## src/rtl/tail_resv_pkg.sv

```systemverilog
package tail_resv_pkg;

    localparam int unsigned DEF_LANES   = 16;
    localparam int unsigned DEF_CNT_W   = 4;
    localparam int unsigned DEF_TAIL_W  = 16;
    localparam int unsigned DEF_RETRY_W = 8;

    typedef enum logic [1:0] {
        RS_IDLE = 2'd0,
        RS_READ = 2'd1,
        RS_SWAP = 2'd2
    } resv_state_e;

    // Width that holds the sum of `lanes` counts of `cw` bits each
    function automatic int unsigned sum_width(input int unsigned lanes, input int unsigned cw);
        return cw + $clog2(lanes);
    endfunction

endpackage

```

## src/rtl/resv_prefix.sv

```systemverilog
module resv_prefix #(
    parameter int unsigned LANES = 16,
    parameter int unsigned CNT_W = 4,
    parameter int unsigned SUM_W = 8
) (
    input  logic [LANES-1:0]       active,
    input  logic [LANES*CNT_W-1:0] counts,
    output logic [LANES*SUM_W-1:0] offsets,
    output logic [SUM_W-1:0]       total
);
    logic [SUM_W-1:0] acc [LANES+1];

    assign acc[0] = '0;

    for (genvar g = 0; g < LANES; g++) begin : g_lane
        logic [SUM_W-1:0] masked;
        assign masked = active[g] ? SUM_W'(counts[g*CNT_W +: CNT_W]) : '0;
        assign acc[g+1] = acc[g] + masked;
        assign offsets[g*SUM_W +: SUM_W] = acc[g];
    end

    assign total = acc[LANES];
endmodule

```

## src/rtl/resv_leader.sv

```systemverilog
module resv_leader #(
    parameter int unsigned LANES = 16,
    parameter int unsigned IDX_W = 4
) (
    input  logic [LANES-1:0] active,
    output logic             found,
    output logic [IDX_W-1:0] idx
);
    always_comb begin
        found = 1'b0;
        idx   = '0;
        for (int i = 0; i < LANES; i++) begin
            if (active[i]) begin
                found = 1'b1;
                idx   = IDX_W'(i);
            end
        end
    end
endmodule

```

## src/rtl/resv_cas_fsm.sv

```systemverilog
module resv_cas_fsm
    import tail_resv_pkg::*;
#(
    parameter int unsigned TAIL_W  = 16,
    parameter int unsigned SUM_W   = 8,
    parameter int unsigned RETRY_W = 8
) (
    input  logic               clk,
    input  logic               rst,
    input  logic               go,
    input  logic [SUM_W-1:0]   total_in,
    output logic               busy,
    output logic               done,
    output logic               granted,
    output logic [TAIL_W-1:0]  base,
    output logic [RETRY_W-1:0] retries,
    output logic               rd_req,
    input  logic               rd_ack,
    input  logic [TAIL_W-1:0]  rd_data,
    output logic               cas_req,
    output logic [TAIL_W-1:0]  cas_cmp,
    output logic [TAIL_W-1:0]  cas_swap,
    input  logic               cas_ack,
    input  logic [TAIL_W-1:0]  cas_old
);
    localparam logic [RETRY_W-1:0] RETRY_MAX = '1;

    resv_state_e       state;
    logic [SUM_W-1:0]  tot_q;
    logic [TAIL_W-1:0] seen_q;

    assign busy     = (state != RS_IDLE);
    assign rd_req   = (state == RS_READ);
    assign cas_req  = (state == RS_SWAP);
    assign cas_cmp  = seen_q;
    assign cas_swap = seen_q + TAIL_W'(tot_q);

    always_ff @(posedge clk) begin
        if (rst) begin
            state   <= RS_IDLE;
            tot_q   <= '0;
            seen_q  <= '0;
            base    <= '0;
            retries <= '0;
            done    <= 1'b0;
            granted <= 1'b0;
        end else begin
            done <= 1'b0;
            unique case (state)
                RS_IDLE: begin
                    if (go) begin
                        retries <= '0;
                        granted <= 1'b0;
                        tot_q   <= total_in;
                        if (total_in == '0) begin
                            done <= 1'b1;
                        end else begin
                            state <= RS_READ;
                        end
                    end
                end
                RS_READ: begin
                    if (rd_ack) begin
                        seen_q <= rd_data;
                        state  <= RS_SWAP;
                    end
                end
                RS_SWAP: begin
                    if (cas_ack) begin
                        if (cas_old == seen_q) begin
                            base    <= seen_q;
                            done    <= 1'b1;
                            granted <= 1'b1;
                            state   <= RS_IDLE;
                        end else begin
                            seen_q <= cas_old;
                            if (retries != RETRY_MAX) begin
                                retries <= retries + 1'b1;
                            end
                        end
                    end
                end
                default: state <= RS_IDLE;
            endcase
        end
    end

    // the read and the swap never overlap
    p_port_excl_r4: assert property (@(posedge clk) disable iff (rst)
        !(rd_req && cas_req));

    // a failed swap is followed by a swap comparing against the returned value
    p_retry_cmp_r5: assert property (@(posedge clk) disable iff (rst)
        (cas_req && cas_ack && (cas_old != cas_cmp)) |=> (cas_req && cas_cmp == $past(cas_old)));

    // completion is a single-cycle pulse
    p_done_pulse_r8: assert property (@(posedge clk) disable iff (rst)
        done |=> !done);

    // each failed swap advances the retry count below saturation
    p_retry_step_r9: assert property (@(posedge clk) disable iff (rst)
        (cas_req && cas_ack && (cas_old != cas_cmp) && retries != RETRY_MAX)
        |=> (retries == $past(retries) + 1'b1));
endmodule

```

## src/rtl/tail_batch_resv.sv

```systemverilog
module tail_batch_resv
    import tail_resv_pkg::*;
#(
    parameter int unsigned LANES   = DEF_LANES,
    parameter int unsigned CNT_W   = DEF_CNT_W,
    parameter int unsigned TAIL_W  = DEF_TAIL_W,
    parameter int unsigned RETRY_W = DEF_RETRY_W,
    localparam int unsigned IDX_W  = $clog2(LANES),
    localparam int unsigned SUM_W  = sum_width(LANES, CNT_W)
) (
    input  logic                      clk,
    input  logic                      rst,
    input  logic                      start,
    input  logic [LANES-1:0]          lane_active,
    input  logic [LANES*CNT_W-1:0]    lane_count,
    output logic                      busy,
    output logic                      done,
    output logic                      tail_rd_req,
    input  logic                      tail_rd_ack,
    input  logic [TAIL_W-1:0]         tail_rd_data,
    output logic                      cas_req,
    output logic [TAIL_W-1:0]         cas_cmp,
    output logic [TAIL_W-1:0]         cas_swap,
    input  logic                      cas_ack,
    input  logic [TAIL_W-1:0]         cas_old,
    output logic                      leader_valid,
    output logic [IDX_W-1:0]          leader_idx,
    output logic [LANES-1:0]          slot_valid,
    output logic [LANES*TAIL_W-1:0]   slot_flat,
    output logic [RETRY_W-1:0]        retry_count
);
    logic [LANES*SUM_W-1:0] off_in;
    logic [SUM_W-1:0]       total_in;
    logic                   lead_found;
    logic [IDX_W-1:0]       lead_idx_in;
    logic                   accept;
    logic                   granted;
    logic [TAIL_W-1:0]      base;

    logic [LANES-1:0]       act_q;
    logic [LANES*SUM_W-1:0] off_q;

    assign accept = start && !busy;

    resv_prefix #(.LANES(LANES), .CNT_W(CNT_W), .SUM_W(SUM_W)) u_prefix (
        .active  (lane_active),
        .counts  (lane_count),
        .offsets (off_in),
        .total   (total_in)
    );

    resv_leader #(.LANES(LANES), .IDX_W(IDX_W)) u_leader (
        .active (lane_active),
        .found  (lead_found),
        .idx    (lead_idx_in)
    );

    resv_cas_fsm #(.TAIL_W(TAIL_W), .SUM_W(SUM_W), .RETRY_W(RETRY_W)) u_fsm (
        .clk      (clk),
        .rst      (rst),
        .go       (accept),
        .total_in (total_in),
        .busy     (busy),
        .done     (done),
        .granted  (granted),
        .base     (base),
        .retries  (retry_count),
        .rd_req   (tail_rd_req),
        .rd_ack   (tail_rd_ack),
        .rd_data  (tail_rd_data),
        .cas_req  (cas_req),
        .cas_cmp  (cas_cmp),
        .cas_swap (cas_swap),
        .cas_ack  (cas_ack),
        .cas_old  (cas_old)
    );

    always_ff @(posedge clk) begin
        if (rst) begin
            act_q        <= '0;
            off_q        <= '0;
            leader_valid <= 1'b0;
            leader_idx   <= '0;
        end else if (accept) begin
            act_q        <= lane_active;
            off_q        <= off_in;
            leader_valid <= lead_found;
            leader_idx   <= lead_idx_in;
        end
    end

    for (genvar g = 0; g < LANES; g++) begin : g_slot
        logic live;
        assign live = granted && act_q[g];
        assign slot_valid[g] = live;
        assign slot_flat[g*TAIL_W +: TAIL_W] =
            live ? (base + TAIL_W'(off_q[g*SUM_W +: SUM_W])) : '0;
    end

    // the leader is an active lane with no active lane above it
    p_leader_msb_r1: assert property (@(posedge clk) disable iff (rst)
        leader_valid |-> ((act_q >> leader_idx) == LANES'(1)));

    // a zero total completes next cycle without becoming busy or granting
    p_zero_short_r7: assert property (@(posedge clk) disable iff (rst)
        (accept && total_in == '0) |=> (done && !busy && slot_valid == '0));

    // a start while busy leaves the latched lane set unchanged
    p_busy_ignore_r8: assert property (@(posedge clk) disable iff (rst)
        (start && busy) |=> $stable(act_q));
endmodule

```

## config.mk

```make
export PLATFORM = sky130hd
export DESIGN_NAME = tail_batch_resv
export DESIGN_NICKNAME = d
export VERILOG_FILES = /design/src/rtl/tail_resv_pkg.sv /design/src/rtl/resv_prefix.sv /design/src/rtl/resv_leader.sv /design/src/rtl/resv_cas_fsm.sv /design/src/rtl/tail_batch_resv.sv
export SDC_FILE = /design/constraint.sdc
export NUM_CORES = 1
export LEC_CHECK = 0
export BUFFER_PORTS_ARGS = -buffer_cell sky130_fd_sc_hd__buf_2
export CORE_AREA = 5 5 253 255
export CTS_CLUSTER_SIZE = 8
export DETAILED_ROUTE_END_ITERATION = 8
export DIE_AREA = 0 0 258 260
export GPL_ROUTABILITY_DRIVEN = 0
export GPL_TIMING_DRIVEN = 0
export PLACE_DENSITY_LB_ADDON = 0.2
export SYNTH_ARGS = -nofsm -noshare
export SYNTH_HDL_FRONTEND = slang
export SYNTH_SLANG_ARGS = --single-unit
```

## constraint.sdc

```tcl
create_clock -name clk -period 20.1 [get_ports clk]
set_input_delay 3.015 -clock clk [delete_from_list [all_inputs] [get_ports clk]]
set_output_delay 3.015 -clock clk [all_outputs]
set_load 0.1 [all_outputs]
```

==> out/metrics.cfg, run 1 <==
[outcome]
status = finished, final reports clean

[pwr]
power_mw = 5.28
pwr-share-clk = 0.070
ir_drop_mv = 0.432
switching_power_mw = 2.95
netSwitchingFraction = 0.559
power_leakage_nw = 10.7
pwr-share-seq = 0.098
power_density_nw_per_um2 = 240
p_int_mw = 2.33
comb_power_share = 0.832

[finish]
finalNonFillerCells = 3680
final_cell_mix = buf_2 (437), nor2_1 (307), nand2_1 (257), a21oi_1 (249), ha_1 (179)
final_common_cell = buf_2
finish.utilization = 0.358
ff_latch_area_sq_um = 3670
fillers = 6600
multi_input_area_sq_um = 13500
drive_gt1_frac = 0.187
finalNetCount = 3203
areaGrowthSynthToFinish_pct = 20.8

[synth]
ys_ff_latch = 183
yosys.area.top_type_share = 0.201
synthCells = 2420
synth_top_area_cell = dfxtp_1
syn_area_per_cell_sq_um = 7.52
seq_area_frac_synth = 0.201
synth.area.top_cells = dfxtp_1 (20%), ha_1 (12%), xnor2_1 (7.2%)
netlist_area_sq_um = 18200
synth_edf_count = 0
synth_cell_types = 80
syn-num-nets = 2747
synthFlopType = dfxtp_1
synthArstFlopShare = 0
ys_warn_count = 0

[floorplanning]
die_area_sq_um = 67100
io_pins = 438
die_y_um = 260
die_x_um = 258
rows = 91
coreArea_sq_um = 61400
start_util = 0.297

[placement]
io_buffers = 436
post-dp-hpwl_mm = 73.6
pre_cts_slack_ps = 5360
dp_cells = 3647

[detailed_routing]
route.detailed.drc = 0
drtPass1Iterations = 5
ant_nets = 0
viasPerCell = 5.37
vias = 19800
drt_iter0_drc = 1716
wl_per_cell_um = 24.9
wl_mm = 91.6

[sta]
fmax_mhz = 70.5
clock-skew-final_ps = 9.32
rsz0062_at_grt = no
finalCritPeriodShare = 0.705
worst_slew_pin_slew_ps = 1380
tns_ps = 0
layout_setup_ws_ps = 5930
hold_viol_final = 0
setup_viol = 0
drv_slew = 0
period_needed_ps = 14170
slew_headroom = 0.0803

[setup_path]
reg2reg_depth = 5
startpoint_type = input port
max_stage_delay_ps = 640
critical_path.slowest_cell = fa_1
cp.arrival_ps = 14620
cp.required_ps = 20540
cp_max_fo = 6
crit_top_cell = fa_1
cp-end-kind = flop
worstSetupPathType = in2reg

[global_routing]
grt_max_degree = 20
grt_pass1_wl_mm = 129
grt-ovfl-total = 0
grt_use_total = 0.261
antenna_found_initial = 5
grt_pass1_vias = 19100

[hold_path]
worstHoldPathType = reg2reg
hold_path_depth = 2

[clock_network]
ctsResizeCount = 0
cts_setup_buffers = 0
insertion_delay_ps = 510
clk_pin_slew_ps = 80
cts_buffer_depth = 2
clock_sinks = 183
cts-hold-fix-buffers = 0
numCtsBuffers = 17
cts_tree = yes
h-tree-depth = 4
clock-root-buffer = clkbuf_16

[run]
drv_cap = 0

-- flip-flops by register name (all words and copies together) (netlist names), 2 cells and up --
signal	flops
u_fsm.tot_q	8
leader_idx	4
u_fsm.retries	8
u_fsm.base	16
act_q	16
u_fsm.state	2
u_fsm.cas_cmp	16
off_q	110
-- synth_stat cells, types with 3 or more instances --
cell type  instances
o2bb2ai_1          3
nor2_4             3
nor2_1           307
buf_1              7
xnor3_2            6
xnor3_1            6
a21o_1            93
a211oi_1          49
nor3_1            36
ha_1             179
nand2_1          257
xnor2_2            7
or3_1             75
xnor2_1          150
fa_1              31
a21oi_1          249
buf_4             16
nand3_1           18
mux2i_1           26
nor4_1             4
nand4_1           11
and3_1            52
clkbuf_1         112
nor2b_1           49
o21a_1             6
a311oi_1          19
xor2_1            68
dfxtp_1          183
o21bai_1          34
o21ai_0          118
inv_1            110
nand2b_1          12
clkbuf_8           3
and2_1            57
-- metrics by stage --
stage / hold slack (ps) / area (sq um)
after floorplan: 412 / 18200
after global placement: 447 / 21400
after detailed placement: 446 / 21400
after CTS: 461 / 22000
after global routing: 482 / 22000
final: 466 / 22000
-- path summary, 6_finish.rpt --
| check | from | to | slack (ps) |
|---|---|---|---|
| worst max-delay path | lane_active[0] | u_fsm.done$_SDFF_PP0_ | 5930 |
| worst min-delay path | off_q[37]$_SDFFE_PP0P_ | off_q[37]$_SDFFE_PP0P_ | 470 |
| worst max register to register | u_fsm.base[11]$_SDFFE_PP0P_ | u_fsm.base[11]$_SDFFE_PP0P_ | 17230 |
| worst min register to register | off_q[37]$_SDFFE_PP0P_ | off_q[37]$_SDFFE_PP0P_ | 470 |
-- kinds of logic (layout without fill, tap and decap cells) --
family | count (synthesis) | count (layout) | share of synthesized area
and+or+nand+nor | 902 | 902 | 0.232
xor gates and xnor gates | 242 | 242 | 0.133
adders and majority gates | 210 | 210 | 0.157
muxes | 30 | 30 | 0.0172
buffers and inverters | 253 | 722 | 0.0586
AOI/OAI and AO/OA | 600 | 600 | 0.201
other | 0 | 1 | 0
DFF | 183 | 183 | 0.201
-- power groups by stage --
| stage | clock network [mW] | registers [mW] | logic, mW |
|---|---|---|---|
| after detailed placement | 0 | 0.526 | 4.36 |
| after global placement | 0 | 0.523 | 4.28 |
| after global routing | 0.386 | 0.528 | 4.74 |
| final | 0.369 | 0.519 | 4.40 |
| after floorplan | 0 | 0.572 | 3.32 |
| after CTS | 0.374 | 0.518 | 4.38 |
-- layout make-up --
type                       instances  share of cell area
clock inverter                    15             0.00740
buffer                           142              0.0296
timing repair buffer             437               0.100
multi-input combinational       1984               0.613
tap                              790              0.0449
antenna                            1            0.000114
inverter                         111              0.0189
sequential                       183               0.167
clock buffer                      17              0.0193
-- critical path, delay by kind of cell --
| family | cells | cell delay, ps |
|---|---|---|
| fa+ha+maj | 16 | 8830 |
| compound gates | 5 | 1230 |
| buf+inv | 6 | 560 |
| simple gates | 4 | 500 |
| mux | 1 | 280 |
| xor+xnor | 1 | 180 |
-- routing by layer --
metal,wire [um],up-vias,global-route usage
li1,-,9184,-
met1,38500,9548,0.335
met2,42600,941,0.438
met3,8080,101,0.0619
met4,2430,2,0.0749
met5,7,-,0
No activity file was read; power rests on OpenSTA's default activity.
==> run 2: changes to the inputs <==
==> constraint.sdc (replaced) <==
create_clock -name clk -period 12.4 [get_ports clk]
set_input_delay 1.86 -clock clk [delete_from_list [all_inputs] [get_ports clk]]
set_output_delay 1.86 -clock clk [all_outputs]
set_load 0.1 [all_outputs]
==> run 2 against run 1 <==
Via count about the same. Hold slack got worse by 1.7 ps. Cell count unchanged. Setup slack got worse by 5600 ps. Highest routed layer unchanged. Clock skew is 1.1 ps lower. Non-clock buffer count increased by 1. Cell area is 0.97% higher.
==> out/metrics.cfg, run 2 (synthesized netlist as in run 1, its figures left out) <==
[finish]
final_cell_area_sq_um = 22200
largest_register_ffs = 110
antenna_cells = 0
finalNetCount = 3204
drive_gt1_frac = 0.201
areaGrowthSynthToFinish_pct = 22.0
final_common_cell = buf_2
final_cell_mix = buf_2 (437), nor2_1 (307), nand2_1 (257), a21oi_1 (243), ha_1 (179)
finalNonFillerCells = 3680
top_register = off_q
fillers = 6589

[sta]
rsz0062_at_grt = no
drv_slew = 0
setup_viol = 0
period_needed_ps = 12100
fmax_mhz = 82.6
hold_viol_final = 0
slew_headroom = 0.0499
worst_slew_pin_slew_ps = 1420
clock-skew-final_ps = 8.24
finalCritPeriodShare = 0.976
hold_slack_ps = 464

[global_routing]
grt_use_met1 = 0.335
antenna_found_initial = 6
grt-ovfl-total = 0
grtUsageMet3 = 0.0622
grt-busiest-layer = met2
grt_pass1_vias = 19100
grt_use_total = 0.261
gr-usage-met2 = 0.439
grt_pass1_wl_mm = 129
grt_max_degree = 20

[setup_path]
worstSetupPathType = in2reg
critical_path.slowest_cell = fa_2
cp.required_ps = 12850
reg2reg_depth = 5
max_stage_delay_ps = 650
cp.arrival_ps = 12550
crit_top_cell = fa_2
cp-end-kind = flop
cp_max_fo = 6
startpoint_type = input port

[floorplanning]
io_pins = 438
start_util = 0.297
coreArea_sq_um = 61400
die_area_sq_um = 67100
rows = 91
die_y_um = 260
die_x_um = 258

[clock_network]
clock-root-buffer = clkbuf_16
cts-hold-fix-buffers = 0
numCtsBuffers = 17
cts_tree = yes
clk_pin_slew_ps = 80
h-tree-depth = 4
cts_buffer_depth = 2
insertion_delay_ps = 520
clock_sinks = 183

[placement]
placed_cell_area_sq_um = 21400
dp_cells = 3647
io_buffers = 436
post-dp-hpwl_mm = 73.6

[hold_path]
worstHoldPathType = reg2reg
hold_path_depth = 2

[detailed_routing]
ant_nets = 0
viasPerCell = 5.37
drt_iter0_drc = 1854
drtPass1Iterations = 5
wl_per_cell_um = 24.9
wl_mm = 91.8
vias = 19800
route.detailed.drc = 0

[outcome]
status = finished, final reports clean

[run]
drv_cap = 0

[run 2: cell count changes in the layout (fill, tap and decap cells not counted), moves of 5 or more]
cell | previous run | this run
xnor2_2 | 7 | 24
fa_2 | 0 | 11
a21oi_2 | 2 | 7
a21oi_1 | 249 | 243
xnor2_1 | 150 | 133
fa_1 | 31 | 20
[run 2: metrics by stage]
stage | utilization | worst slack (ps) | setup TNS, ps
after global placement | 0.348 | -1060 | -3730
after CTS | 0.360 | 12.5 | 0
final | 0.362 | 301 | 0
after floorplan | - | 332 | 0
after detailed placement | 0.349 | -1180 | -4700
after global routing | 0.362 | 5.42 | 0
[run 2: critical path, delay by kind of cell]
kind / cells / cell delay (ps)
xor+xnor: 1 / 160
fa+ha+maj: 16 / 8270
simple gates: 4 / 490
buf+inv: 6 / 580
mux: 1 / 250
compound gates: 5 / 920
[run 2: final cells by class]
type | count | area, sq um | share of cell area
multi-input cells | 1984 | 13700 | 0.616
flip-flops and latches | 183 | 3670 | 0.165
repair buffers | 438 | 2210 | 0.0995
well taps | 790 | 988 | 0.0445
plain buffers | 142 | 651 | 0.0293
clock buffers | 17 | 425 | 0.0192
inverters | 111 | 417 | 0.0188
clock inverters | 15 | 163 | 0.00732
[run 2: repair_timing]
item,in CTS,in global routing
resized for setup,20,20
pin swaps,1,9
gates cloned,0,0
endpoints found under the setup margin,5,5
buffers inserted,0,1
[run 2: per-layer routing]
metal	part of all wire	up-vias
li1	-	9194
met1	0.42	9526
met2	0.46	934
met3	0.090	117
met4	0.029	2
met5	0.00014	-
[run 2: final timing paths]
path | end | startpoint | slack, ps
max | u_fsm.done$_SDFF_PP0_ | lane_active[0] | 300
min | off_q[47]$_SDFFE_PP0P_ | off_q[47]$_SDFFE_PP0P_ | 460
max reg2reg | u_fsm.base[11]$_SDFFE_PP0P_ | u_fsm.base[11]$_SDFFE_PP0P_ | 9530
min reg2reg | off_q[47]$_SDFFE_PP0P_ | off_q[47]$_SDFFE_PP0P_ | 460
Power of run 2 is not shown: default switching activity piles up to over one toggle a cycle in this logic, so the estimate is an artifact.
